--- src/rtl/pllcalc_pkg.sv ---
package pllcalc_pkg;

  typedef struct packed {
    logic [4:0] div;
    logic [1:0] fmode;
    logic       post;
  } post_ent_t;

  localparam int unsigned TBL_LEN = 8;

  // candidate order is behaviour: first match wins
  function automatic post_ent_t post_entry(input logic [2:0] i);
    case (i)
      3'd0:    post_entry = '{div: 5'd2,  fmode: 2'd0, post: 1'b0};
      3'd1:    post_entry = '{div: 5'd4,  fmode: 2'd0, post: 1'b1};
      3'd2:    post_entry = '{div: 5'd4,  fmode: 2'd1, post: 1'b0};
      3'd3:    post_entry = '{div: 5'd8,  fmode: 2'd1, post: 1'b1};
      3'd4:    post_entry = '{div: 5'd8,  fmode: 2'd2, post: 1'b0};
      3'd5:    post_entry = '{div: 5'd16, fmode: 2'd2, post: 1'b1};
      3'd6:    post_entry = '{div: 5'd12, fmode: 2'd3, post: 1'b0};
      default: post_entry = '{div: 5'd24, fmode: 2'd3, post: 1'b1};
    endcase
  endfunction

  typedef enum logic [2:0] {
    S_IDLE, S_SCAN, S_DIVN, S_DIVK, S_LOAD, S_REL
  } calc_st_t;

endpackage

--- src/rtl/pllcalc_scan.sv ---
module pllcalc_scan
  import pllcalc_pkg::*;
#(
  parameter int FW     = 32,
  parameter int WIN_LO = 90_000_000,
  parameter int WIN_HI = 100_000_000
) (
  input  logic          clk,
  input  logic          rst,
  input  logic          start,
  input  logic [FW-1:0] tgt,
  output logic          done,
  output logic          hit,
  output logic [1:0]    fmode,
  output logic          post,
  output logic [FW-1:0] scaled
);
  localparam int PW = FW + 5;
  localparam int IW = $clog2(TBL_LEN);

  logic [IW-1:0] idx;
  logic          run;
  logic [FW-1:0] tgt_q;
  post_ent_t     ent;
  logic [PW-1:0] prod;
  logic          in_win;

  assign ent    = post_entry(3'(idx));
  assign prod   = {5'b0, tgt_q} * {{FW{1'b0}}, ent.div};
  assign in_win = (prod >= PW'(WIN_LO)) && (prod <= PW'(WIN_HI));

  always_ff @(posedge clk) begin
    if (rst) begin
      run <= 1'b0; idx <= '0; tgt_q <= '0; done <= 1'b0; hit <= 1'b0;
      fmode <= '0; post <= 1'b0; scaled <= '0;
    end else begin
      done <= 1'b0;
      if (start) begin
        run <= 1'b1; idx <= '0; tgt_q <= tgt;
      end else if (run) begin
        if (in_win) begin
          run <= 1'b0; done <= 1'b1; hit <= 1'b1;
          fmode <= ent.fmode; post <= ent.post; scaled <= prod[FW-1:0];
        end else if (idx == IW'(TBL_LEN - 1)) begin
          run <= 1'b0; done <= 1'b1; hit <= 1'b0;
        end else begin
          idx <= idx + 1'b1;
        end
      end
    end
  end

  // a reported hit always lies inside the window
  a_r1_hit_in_window: assert property (@(posedge clk) disable iff (rst)
    (done && hit) |-> (scaled >= FW'(WIN_LO) && scaled <= FW'(WIN_HI)));
  a_r1_done_single: assert property (@(posedge clk) disable iff (rst)
    done |=> !done);
endmodule

--- src/rtl/pllcalc_div.sv ---
module pllcalc_div #(
  parameter int DW = 32,
  parameter int FW = 22
) (
  input  logic          clk,
  input  logic          rst,
  input  logic          start,
  input  logic          frac,
  input  logic [DW-1:0] dividend,
  input  logic [DW-1:0] divisor,
  output logic          done,
  output logic [DW-1:0] quo,
  output logic [DW-1:0] rem
);
  localparam int CW = $clog2(DW + 1);

  logic [DW-1:0] sh, r, d;
  logic [CW-1:0] cnt;
  logic          run;
  logic [DW:0]   trial, diff;
  logic          ge;

  assign trial = {r, sh[DW-1]};
  assign ge    = trial >= {1'b0, d};
  assign diff  = trial - {1'b0, d};
  assign quo   = sh;
  assign rem   = r;

  always_ff @(posedge clk) begin
    if (rst) begin
      sh <= '0; r <= '0; d <= '0; cnt <= '0; run <= 1'b0; done <= 1'b0;
    end else begin
      done <= 1'b0;
      if (start) begin
        run <= 1'b1;
        d   <= divisor;
        r   <= frac ? dividend : '0;
        sh  <= frac ? '0 : dividend;
        cnt <= frac ? CW'(FW) : CW'(DW);
      end else if (run) begin
        r   <= ge ? diff[DW-1:0] : trial[DW-1:0];
        sh  <= {sh[DW-2:0], ge};
        cnt <= cnt - 1'b1;
        if (cnt == CW'(1)) begin
          run <= 1'b0; done <= 1'b1;
        end
      end
    end
  end

  // the partial remainder stays below the divisor on every step
  a_r5_rem_below_divisor: assert property (@(posedge clk) disable iff (rst)
    run |-> (r < d));
endmodule

--- src/rtl/pllcalc_pack.sv ---
module pllcalc_pack #(
  parameter int KW = 22,
  parameter int NW = 4,
  parameter int RW = 9
) (
  input  logic [KW-1:0]        k,
  input  logic [NW-1:0]        n,
  input  logic [1:0]           fm,
  input  logic                 post,
  input  logic                 pre,
  input  logic [RW-1:0]        keep,
  output logic [3:0][RW-1:0]   img
);
  always_comb begin
    img[0] = RW'(k[8:0]);
    img[1] = RW'(k[16:9]);
    img[2] = RW'({n, k[21:18]});
    img[3] = keep;
    img[3][0]   = pre;
    img[3][1]   = post;
    img[3][5:4] = fm;
  end
endmodule

--- src/rtl/pll_frac_calc.sv ---
module pll_frac_calc
  import pllcalc_pkg::*;
#(
  parameter int FW    = 32,
  parameter int KW    = 22,
  parameter int NW    = 4,
  parameter int RW    = 9,
  parameter int N_MIN = 5,
  parameter int N_MAX = 13
) (
  input  logic          clk,
  input  logic          rst,
  input  logic          start,
  input  logic [FW-1:0] ref_hz,
  input  logic [FW-1:0] tgt_hz,
  input  logic [RW-1:0] cfg_keep,
  output logic          busy,
  output logic          done,
  output logic          err,
  output logic          pll_pd,
  output logic [1:0]    fmode,
  output logic          post_div,
  output logic          pre_half,
  output logic [NW-1:0] n_int,
  output logic [KW-1:0] k_frac,
  output logic [RW-1:0] img_k_low,
  output logic [RW-1:0] img_k_mid,
  output logic [RW-1:0] img_n_k,
  output logic [RW-1:0] img_mode
);
  localparam int IMG_N = 4;
  localparam int LW    = $clog2(IMG_N);

  calc_st_t       st;
  logic [FW-1:0]  ref_w;
  logic [RW-1:0]  keep_q;
  logic           pre_w, post_w;
  logic [1:0]     fm_w;
  logic [NW-1:0]  n_w;
  logic [KW-1:0]  k_w;
  logic [LW-1:0]  ld_idx;
  logic [RW-1:0]  img_q [IMG_N];
  logic [IMG_N-1:0][RW-1:0] pk;

  logic           sc_start, sc_done, sc_hit, sc_post;
  logic [1:0]     sc_fm;
  logic [FW-1:0]  sc_scaled;

  logic           dv_start, dv_frac, dv_done;
  logic [FW-1:0]  dv_num, dv_den, dv_quo, dv_rem;
  logic           n_small, n_bad, zero_req;

  assign busy     = (st != S_IDLE);
  assign zero_req = (ref_hz == '0) || (tgt_hz == '0);
  assign sc_start = (st == S_IDLE) && start && !zero_req;
  assign n_small  = dv_quo < FW'(N_MIN);
  assign n_bad    = n_small || (dv_quo > FW'(N_MAX));

  pllcalc_scan #(.FW(FW)) u_scan (
    .clk(clk), .rst(rst), .start(sc_start), .tgt(tgt_hz),
    .done(sc_done), .hit(sc_hit), .fmode(sc_fm), .post(sc_post),
    .scaled(sc_scaled));

  pllcalc_div #(.DW(FW), .FW(KW)) u_div (
    .clk(clk), .rst(rst), .start(dv_start), .frac(dv_frac),
    .dividend(dv_num), .divisor(dv_den),
    .done(dv_done), .quo(dv_quo), .rem(dv_rem));

  pllcalc_pack #(.KW(KW), .NW(NW), .RW(RW)) u_pack (
    .k(k_w), .n(n_w), .fm(fm_w), .post(post_w), .pre(pre_w),
    .keep(keep_q), .img(pk));

  // divider launch: integer pass, optional retry on halved reference, fraction pass
  always_comb begin
    dv_start = 1'b0;
    dv_frac  = 1'b0;
    dv_num   = sc_scaled;
    dv_den   = ref_w;
    case (st)
      S_SCAN: dv_start = sc_done && sc_hit;
      S_DIVN: if (dv_done) begin
        if (n_small && !pre_w) begin
          dv_start = 1'b1;
          dv_den   = ref_w >> 1;
        end else if (!n_bad) begin
          dv_start = 1'b1;
          dv_frac  = 1'b1;
          dv_num   = dv_rem;
        end
      end
      default: ;
    endcase
  end

  always_ff @(posedge clk) begin
    if (rst) begin
      st <= S_IDLE; ref_w <= '0; keep_q <= '0; pre_w <= 1'b0; post_w <= 1'b0;
      fm_w <= '0; n_w <= '0; k_w <= '0; ld_idx <= '0;
      done <= 1'b0; err <= 1'b0; pll_pd <= 1'b1;
      fmode <= '0; post_div <= 1'b0; pre_half <= 1'b0; n_int <= '0; k_frac <= '0;
    end else begin
      done <= 1'b0;
      err  <= 1'b0;
      case (st)
        S_IDLE: if (start) begin
          ref_w  <= ref_hz;
          keep_q <= cfg_keep;
          pre_w  <= 1'b0;
          if (zero_req) begin
            pll_pd <= 1'b1;
            done   <= 1'b1;
          end else begin
            st <= S_SCAN;
          end
        end
        S_SCAN: if (sc_done) begin
          if (sc_hit) begin
            fm_w <= sc_fm; post_w <= sc_post; st <= S_DIVN;
          end else begin
            done <= 1'b1; err <= 1'b1; st <= S_IDLE;
          end
        end
        S_DIVN: if (dv_done) begin
          if (n_small && !pre_w) begin
            pre_w <= 1'b1;
            ref_w <= ref_w >> 1;
          end else if (n_bad) begin
            done <= 1'b1; err <= 1'b1; st <= S_IDLE;
          end else begin
            n_w <= dv_quo[NW-1:0];
            st  <= S_DIVK;
          end
        end
        S_DIVK: if (dv_done) begin
          k_w    <= dv_quo[KW-1:0];
          pll_pd <= 1'b1;
          ld_idx <= '0;
          st     <= S_LOAD;
        end
        S_LOAD: begin
          ld_idx <= ld_idx + 1'b1;
          if (ld_idx == LW'(IMG_N - 1)) st <= S_REL;
        end
        S_REL: begin
          pll_pd <= 1'b0; done <= 1'b1;
          fmode <= fm_w; post_div <= post_w; pre_half <= pre_w;
          n_int <= n_w; k_frac <= k_w;
          st <= S_IDLE;
        end
        default: st <= S_IDLE;
      endcase
    end
  end

  // one configuration word per load cycle
  for (genvar g = 0; g < IMG_N; g++) begin : g_img
    always_ff @(posedge clk) begin
      if (rst) img_q[g] <= '0;
      else if (st == S_LOAD && ld_idx == LW'(g)) img_q[g] <= pk[g];
    end
  end

  assign img_k_low = img_q[0];
  assign img_k_mid = img_q[1];
  assign img_n_k   = img_q[2];
  assign img_mode  = img_q[3];

  // words only change while the synthesiser is held down
  a_r8_words_change_in_pd: assert property (@(posedge clk) disable iff (rst)
    !$stable({img_k_low, img_k_mid, img_n_k, img_mode}) |-> pll_pd);
  // release comes with a successful completion
  a_r8_release_on_done: assert property (@(posedge clk) disable iff (rst)
    $fell(pll_pd) |-> (done && !err));
  // error never appears without done
  a_r9_err_with_done: assert property (@(posedge clk) disable iff (rst)
    err |-> done);
  // a released synthesiser has N in range
  a_r4_n_in_range: assert property (@(posedge clk) disable iff (rst)
    (done && !pll_pd) |-> (n_int >= NW'(N_MIN) && n_int <= NW'(N_MAX)));
  // completion returns the block to idle
  a_r10_done_not_busy: assert property (@(posedge clk) disable iff (rst)
    done |-> !busy);
endmodule

--- config.mk ---
export PLATFORM = sky130hd
export DESIGN_NAME = pll_frac_calc
export DESIGN_NICKNAME = d
export VERILOG_FILES = /design/src/rtl/pllcalc_pkg.sv /design/src/rtl/pllcalc_scan.sv /design/src/rtl/pllcalc_div.sv /design/src/rtl/pllcalc_pack.sv /design/src/rtl/pll_frac_calc.sv
export SDC_FILE = /design/constraint.sdc
export NUM_CORES = 1
export LEC_CHECK = 0
export BUFFER_PORTS_ARGS = -buffer_cell sky130_fd_sc_hd__buf_2
export CORE_MARGIN = 8
export CORE_UTILIZATION = 50
export DETAILED_ROUTE_END_ITERATION = 7
export GPL_TIMING_DRIVEN = 0
export PLACE_DENSITY = 0.66
export SLEW_MARGIN = 20
export SYNTH_ARGS = -nofsm -noshare
export SYNTH_HDL_FRONTEND = slang
export SYNTH_SLANG_ARGS = --single-unit
--- constraint.sdc ---
create_clock -name clk -period 9.04 [get_ports clk]
set_input_delay 1.356 -clock clk [delete_from_list [all_inputs] [get_ports clk]]
set_output_delay 1.356 -clock clk [all_outputs]
set_load 0.03 [all_outputs]
==> flow_metrics.env, run 1 <==
export IMPL_cts_setup_buffers=0
export IMPL_fin_tns_setup_ns=0
export IMPL_finish_instance_area_sq_mm=0.0218
export IMPL_postLayoutCoreUtil_pct=57.8
export IMPL_drtPass1Iterations=5
export IMPL_hold_path_end="keep_q[8]$_SDFFE_PP0P_"
export IMPL_holdPathStages=2
export IMPL_slowest_stage="fa_1"
export IMPL_end_kind="flop"
export IMPL_synthArstFlopShare_pct=0
export IMPL_dp_cells=2858
export IMPL_yosysMostFrequentCell="nor2_1"
export IMPL_grt_use_total_pct=23.5
export IMPL_ys_flop_type="dfxtp_1"
export IMPL_rsz0062_at_grt="no"
export IMPL_synthCells=2208
export IMPL_netlist_area_sq_mm=0.0192
export IMPL_worst_pin_slew_ns=1.02
export IMPL_critPathMaxFanout=10
export IMPL_vias=16400
export IMPL_drt_iter0_drc=1130
export IMPL_synth_top_area_cell="dfxtp_1"
export IMPL_netlist_top_cells_area="dfxtp_1 (29%), mux2i_1 (7.7%), ha_1 (7.4%)"
export IMPL_numPortBuffers=138
export IMPL_hold_viol=0
export IMPL_reg2reg_to="u_scan.scaled[23]$_SDFFE_PP0P_"
export IMPL_yosys_warnings=0
export IMPL_max_cap_violations=0
export IMPL_worstSetupPathType="reg -> reg"
export IMPL_wire_per_inst_um=18.3
export IMPL_cts_htree_levels=2
export IMPL_r2r_worst_path_cells=26
export IMPL_synthTopCellsByCount="nor2_1 (292), dfxtp_1 (281), nand2_1 (221)"
export IMPL_hpwl_um=42100
export IMPL_antenna_left=0
export IMPL_grt_antenna_before_repair=2
export IMPL_syn_mean_instance_area_sq_um=8.70
export IMPL_r2r_start="u_scan.idx[0]$_SDFFE_PP0P_"
export IMPL_initial_core_util_pct=50.9
export IMPL_r2r_slack_ns=1.48
export IMPL_rows=71
export IMPL_critPathBufInv=5
export IMPL_period_minus_slack_ns=7.56
export IMPL_tritoncts="built"
export IMPL_cts_root_buf="clkbuf_16"
export IMPL_ys_seq_area_share_pct=34.6
export IMPL_grt_first_pass_wirelength_um=85300
export IMPL_vias_per_cell=5.60
export IMPL_die_y_um=212
export IMPL_synth_distinct_cells=85
export IMPL_fmax_mhz=132
export IMPL_finalCritPeriodShare_pct=83.6
export IMPL_die_area_sq_mm=0.0449
export IMPL_synth_top_area_share_pct=29.3
export IMPL_clockBufferDepth=3
export IMPL_grt_overflow=0
export IMPL_hp_class="reg -> reg"
export IMPL_syn_to_final_growth_pct=13.6
export IMPL_io_pins=146
export IMPL_relSlewSlack_pct=31.6
export IMPL_grt_pass1_vias=16000
export IMPL_cts_sink_count=315
export IMPL_grt_max_degree=15
export IMPL_ctsHoldBuffers=0
export IMPL_wl_um=53400
export IMPL_vdd_ir_drop_max_v=0.000127
export IMPL_cp_data_arrival_time_ns=7.99
export IMPL_n_antenna_cell=0
export IMPL_crit_path_start_kind="flop"
export IMPL_cts_buffers=37
export IMPL_worstHoldStart="keep_q[8]$_SDFFE_PP0P_"
export IMPL_fin_skew_ns=0.0102
export IMPL_fin_nets=2638
export IMPL_route_detailed_drc=0
export IMPL_leakage_nw=9.48
export IMPL_cts_resized=0
export IMPL_drv_slew=0
export IMPL_cp_required_ns=9.47
export IMPL_p_per_area_mw_per_mm2=162
export IMPL_clkSlewWorstSetupHoldPaths_ns=0.06
export IMPL_setup_violations=0
export IMPL_place_gp_congestion=0.911
export IMPL_clock_latency_ns=0.55
export IMPL_status="complete, no violations"
export IMPL_die_w_um=212
export IMPL_path_delay_family="adder cells"
export IMPL_drive_above_1_share_pct=9.69
export IMPL_placed_area_sq_mm=0.0205
export IMPL_layout_cells_non_filler=2925
export IMPL_synth_edf_count=34
export IMPL_ys_seq_elements=315
export IMPL_fin_hold_ws_ns=0.450
export IMPL_coreArea_sq_mm=0.0378
export IMPL_slowest_delay_ns=0.54
-- placed cells by master (no fill, tap or decap), types with 8 or more instances in the layout --
cell	count
clkbuf_1	122
nor3_1	17
nor3b_1	10
fa_1	62
buf_1	9
a211oi_1	41
nor2_1	292
nand2b_1	50
nor2b_1	45
nand4_1	19
a21oi_1	119
and3_1	37
a21o_1	28
xor2_1	28
and2_1	92
nand3_1	14
o21bai_1	8
ha_1	114
nand2_1	221
xnor2_1	34
mux2i_1	147
nor4_1	62
buf_2	142
o21a_1	14
clkbuf_16	37
inv_1	78
dfxtp_1	281
a32oi_1	8
o21ai_0	63
a31oi_1	42
edfxtp_1	34
-- how the worst max path moves through the flow --
stage	startpoint	to	slack [ns]	cells past startpoint
2_1_floorplan	u_scan.idx[0]$_SDFFE_PP0P_	u_scan.scaled[23]$_SDFFE_PP0P_	2.68	26
5_1_grt	u_scan.idx[0]$_SDFFE_PP0P_	u_scan.scaled[23]$_SDFFE_PP0P_	0.96	26
4_1_cts	u_scan.idx[0]$_SDFFE_PP0P_	u_scan.scaled[23]$_SDFFE_PP0P_	1.49	26
3_3_place_gp	u_scan.idx[0]$_SDFFE_PP0P_	u_scan.scaled[23]$_SDFFE_PP0P_	1.66	26
3_5_place_dp	u_scan.idx[0]$_SDFFE_PP0P_	u_scan.scaled[23]$_SDFFE_PP0P_	1.51	26
6_report	u_scan.idx[0]$_SDFFE_PP0P_	u_scan.scaled[23]$_SDFFE_PP0P_	1.48	26
-- routing by layer --
metal  global-route usage [%]  vias to the layer above  wire length [um]
met5                        0                        -                24
met4                     8.12                        4              1720
met3                     4.86                      106              3550
met2                     36.3                      476             23100
met1                     32.3                     7731             25000
li1                         -                     8051                 -
-- flip-flops by register name (all words and copies together) (netlist names), 2 cells and up --
| signal | cells |
|---|---|
| fm_w | 2 |
| fmode | 2 |
| img_q | 34 |
| k_frac | 22 |
| k_w | 22 |
| keep_q | 5 |
| ld_idx | 2 |
| n_int | 4 |
| n_w | 4 |
| ref_w | 32 |
| st | 3 |
| u_div.cnt | 6 |
| u_div.d | 32 |
| u_div.quo | 32 |
| u_div.rem | 32 |
| u_scan.fmode | 2 |
| u_scan.idx | 3 |
| u_scan.scaled | 31 |
| u_scan.tgt_q | 32 |
-- through the flow --
step | worst slack (ns) | power, mW
detailed placement | 1.51 | 1.97
finish | 1.48 | 3.53
global placement | 1.66 | 1.96
CTS | 1.49 | 3.55
global route | 0.965 | 3.66
floorplan | 2.68 | 1.82
-- worst min-delay path: stages, from the launching register on --
cell,delay (ns)
dfxtp_1,0.30
nand2_1,0.05
a21oi_1,0.05
-- final cells by class --
type / instances / area (sq um)
clock buffer: 48 / 997
timing repair buffer: 138 / 691
inverter: 78 / 293
buffer: 135 / 553
fill: 3462 / 15900
sequential: 315 / 6650
clock inverter: 19 / 277
multi-input combinational: 1681 / 11700
tap: 511 / 639
-- power by group --
part           switching, mW  leakage, nW  total (mW)  internal, mW
Combinational          0.288         6.24       0.455         0.167
Clock                  0.620        0.612        1.58         0.959
Sequential            0.0392         2.63        1.49          1.45
-- cells by family (layout without fill, tap and decap cells) --
group | after synthesis | after routing | synth area share (%)
simple gates | 884 | 884 | 22.2
compound gates | 404 | 404 | 14.0
flops | 315 | 315 | 34.6
buf+inv | 213 | 418 | 4.40
fa+ha+maj | 176 | 176 | 13.9
mux | 153 | 153 | 8.01
xor+xnor | 62 | 62 | 2.83
other cells | 1 | 2 | 0.0195
Note: power is estimated with default switching activity, not from simulation.
==> run 2: changes to the inputs <==
clock period = 7.1 ns   (was 9.04 ns; I/O delays follow)
==> run 2 against run 1 <==
Hold slack about the same. Design area rose by 0.60%. Sequential power rose by 28%. Core utilization rose by 0.34 points. Maximum frequency rose by 12%. Via count is essentially flat. Cell count hardly changed. Register-to-register slack got worse by 1.1 ns. Clock-buffer cell count did not move. Clock skew hardly changed. Power up 28%. Critical path depth down 3. Largest cell class unchanged. Largest power group unchanged.
==> flow_metrics.env, run 2 (synthesis results as in run 1) <==
export IMPL_cp_data_arrival_time_ns=7.19
export IMPL_wl_um=53600
export IMPL_drive_above_1_share_pct=10.6
export IMPL_pre_cts_ws_ns=-0.432
export IMPL_rows=71
export IMPL_place_gp_congestion=0.911
export IMPL_cts_root_buf="clkbuf_16"
export IMPL_cts_buffers=37
export IMPL_die_area_sq_mm=0.0449
export IMPL_crit_path_start="u_scan.idx[1]$_SDFFE_PP0P_"
export IMPL_placed_area_sq_mm=0.0205
export IMPL_reg2reg_to="u_scan.scaled[23]$_SDFFE_PP0P_"
export IMPL_grt_max_degree=15
export IMPL_syn_to_final_growth_pct=14.3
export IMPL_hpwl_um=42100
export IMPL_grt_overflow=0
export IMPL_vias_per_cell=5.59
export IMPL_coreArea_sq_mm=0.0378
export IMPL_worst_pin_slew_ns=1.03
export IMPL_top_register="img_q"
export IMPL_clock_latency_ns=0.55
export IMPL_worstHoldStart="keep_q[8]$_SDFFE_PP0P_"
export IMPL_multi_input_comb_area_sq_mm=0.0118
export IMPL_hold_path_end="keep_q[8]$_SDFFE_PP0P_"
export IMPL_grt_use_total_pct=23.5
export IMPL_initial_core_util_pct=50.9
export IMPL_n_antenna_cell=0
export IMPL_final_seq_area_sq_mm=0.00665
export IMPL_mostFrequentLayoutCells="nor2_1 (291), dfxtp_1 (280), nand2_1 (221)"
export IMPL_drtPass1Iterations=5
export IMPL_final_common_cell="nor2_1"
export IMPL_cts_sink_count=315
export IMPL_cp_required_ns=7.53
export IMPL_tritoncts="built"
export IMPL_clkSlewWorstSetupHoldPaths_ns=0.06
export IMPL_holdPathStages=2
export IMPL_setup_ws_ns=0.341
export IMPL_hp_class="reg -> reg"
export IMPL_largest_reg_flops=34
export IMPL_route_detailed_drc=0
export IMPL_critPathMaxFanout=10
export IMPL_grt_first_pass_wirelength_um=85300
export IMPL_numPortBuffers=138
export IMPL_grt_antenna_before_repair=2
export IMPL_status="complete, no violations"
export IMPL_ctsHoldBuffers=0
export IMPL_drt_iter0_drc=1099
export IMPL_cts_htree_levels=2
export IMPL_antenna_left=0
export IMPL_fin_tns_setup_ns=0
export IMPL_fmax_mhz=148
export IMPL_period_minus_slack_ns=6.76
export IMPL_die_w_um=212
export IMPL_drv_slew=0
export IMPL_r2r_slack_ns=0.34
export IMPL_finalCritPeriodShare_pct=95.2
export IMPL_wire_per_inst_um=18.3
export IMPL_setup_violations=0
export IMPL_fin_nets=2640
export IMPL_finish_instance_area_sq_mm=0.0219
export IMPL_crit_path_start_kind="flop"
export IMPL_vdd_ir_drop_max_v=0.000161
export IMPL_r2r_worst_path_cells=23
export IMPL_io_pins=146
export IMPL_finalPower_mw=4.51
export IMPL_die_y_um=212
export IMPL_leakage_nw=9.53
export IMPL_fill_cells=3450
export IMPL_vias=16400
export IMPL_end_kind="flop"
export IMPL_relSlewSlack_pct=30.8
export IMPL_fin_skew_ns=0.0105
export IMPL_hold_viol=0
export IMPL_clockBufferDepth=3
export IMPL_fin_hold_ws_ns=0.451
export IMPL_worstSetupPathType="reg -> reg"
export IMPL_grt_pass1_vias=16000
export IMPL_p_per_area_mw_per_mm2=205
export IMPL_max_cap_violations=0
export IMPL_r2r_start="u_scan.idx[1]$_SDFFE_PP0P_"
run 2: cell type report:
cell class / count / area share [%]
multi-input cells: 1681 / 53.9
well taps: 511 / 2.91
clock buffers: 48 / 4.54
flip-flops and latches: 315 / 30.3
clock inverters: 19 / 1.26
inverters: 78 / 1.33
plain buffers: 135 / 2.58
repair buffers: 140 / 3.22
run 2: per-layer routing:
| metal | up-vias | global-route usage (%) | share of wire (%) |
|---|---|---|---|
| met5 | - | 0 | 0.045 |
| met4 | 4 | 8.05 | 3.3 |
| met3 | 109 | 4.86 | 6.6 |
| met2 | 471 | 36.3 | 43 |
| met1 | 7735 | 32.3 | 47 |
| li1 | 8054 | - | - |
run 2: repair_timing:
action / CTS / global route
pin swaps: 0 / 7
resized for setup: 8 / 29
setup buffers: 0 / 2
endpoints found under the setup margin: 39 / 39
run 2: worst max-delay path by stage:
stage,endpoint,cells past startpoint,slack (ns)
floorplan,u_scan.scaled[23]$_SDFFE_PP0P_,26,0.74
global placement,u_scan.scaled[23]$_SDFFE_PP0P_,26,-0.28
detailed placement,u_scan.scaled[23]$_SDFFE_PP0P_,26,-0.43
CTS,u_scan.scaled[23]$_SDFFE_PP0P_,26,0.02
global route,u_scan.scaled[23]$_SDFFE_PP0P_,25,-0.003
finish,u_scan.scaled[23]$_SDFFE_PP0P_,23,0.34
run 2: metrics by stage:
step           cells  util [%]
3_3_place_gp    2858      54.4
3_5_place_dp    2858      54.4
2_1_floorplan   2209         -
4_1_cts         2925      57.8
5_1_grt         2927      58.1
6_report        2927      58.1
run 2: critical path: stages, from the launching register on:
cell       delay (ns)
dfxtp_1          0.41
inv_1            0.10
ha_1             0.27
o21bai_1         0.21
a21oi_2          0.35
clkbuf_4         0.34
nor2b_1          0.09
fa_1             0.51
fa_1             0.49
ha_1             0.37
ha_1             0.33
a211o_1          0.31
a21oi_2          0.18
o211ai_2         0.17
a2111oi_4        0.53
o21a_2           0.22
o31a_1           0.24
o21ai_1          0.15
mux2i_1          0.15
o21a_1           0.29
nor4b_2          0.23
buf_4            0.22
buf_12           0.16
mux2_1           0.32
run 2: power breakdown:
| part | leakage (nW) | internal, mW | switching, mW | total [mW] |
|---|---|---|---|---|
| clock | 0.612 | 1.22 | 0.791 | 2.01 |
| sequential | 2.63 | 1.85 | 0.0500 | 1.90 |
| combinational | 6.29 | 0.220 | 0.375 | 0.595 |
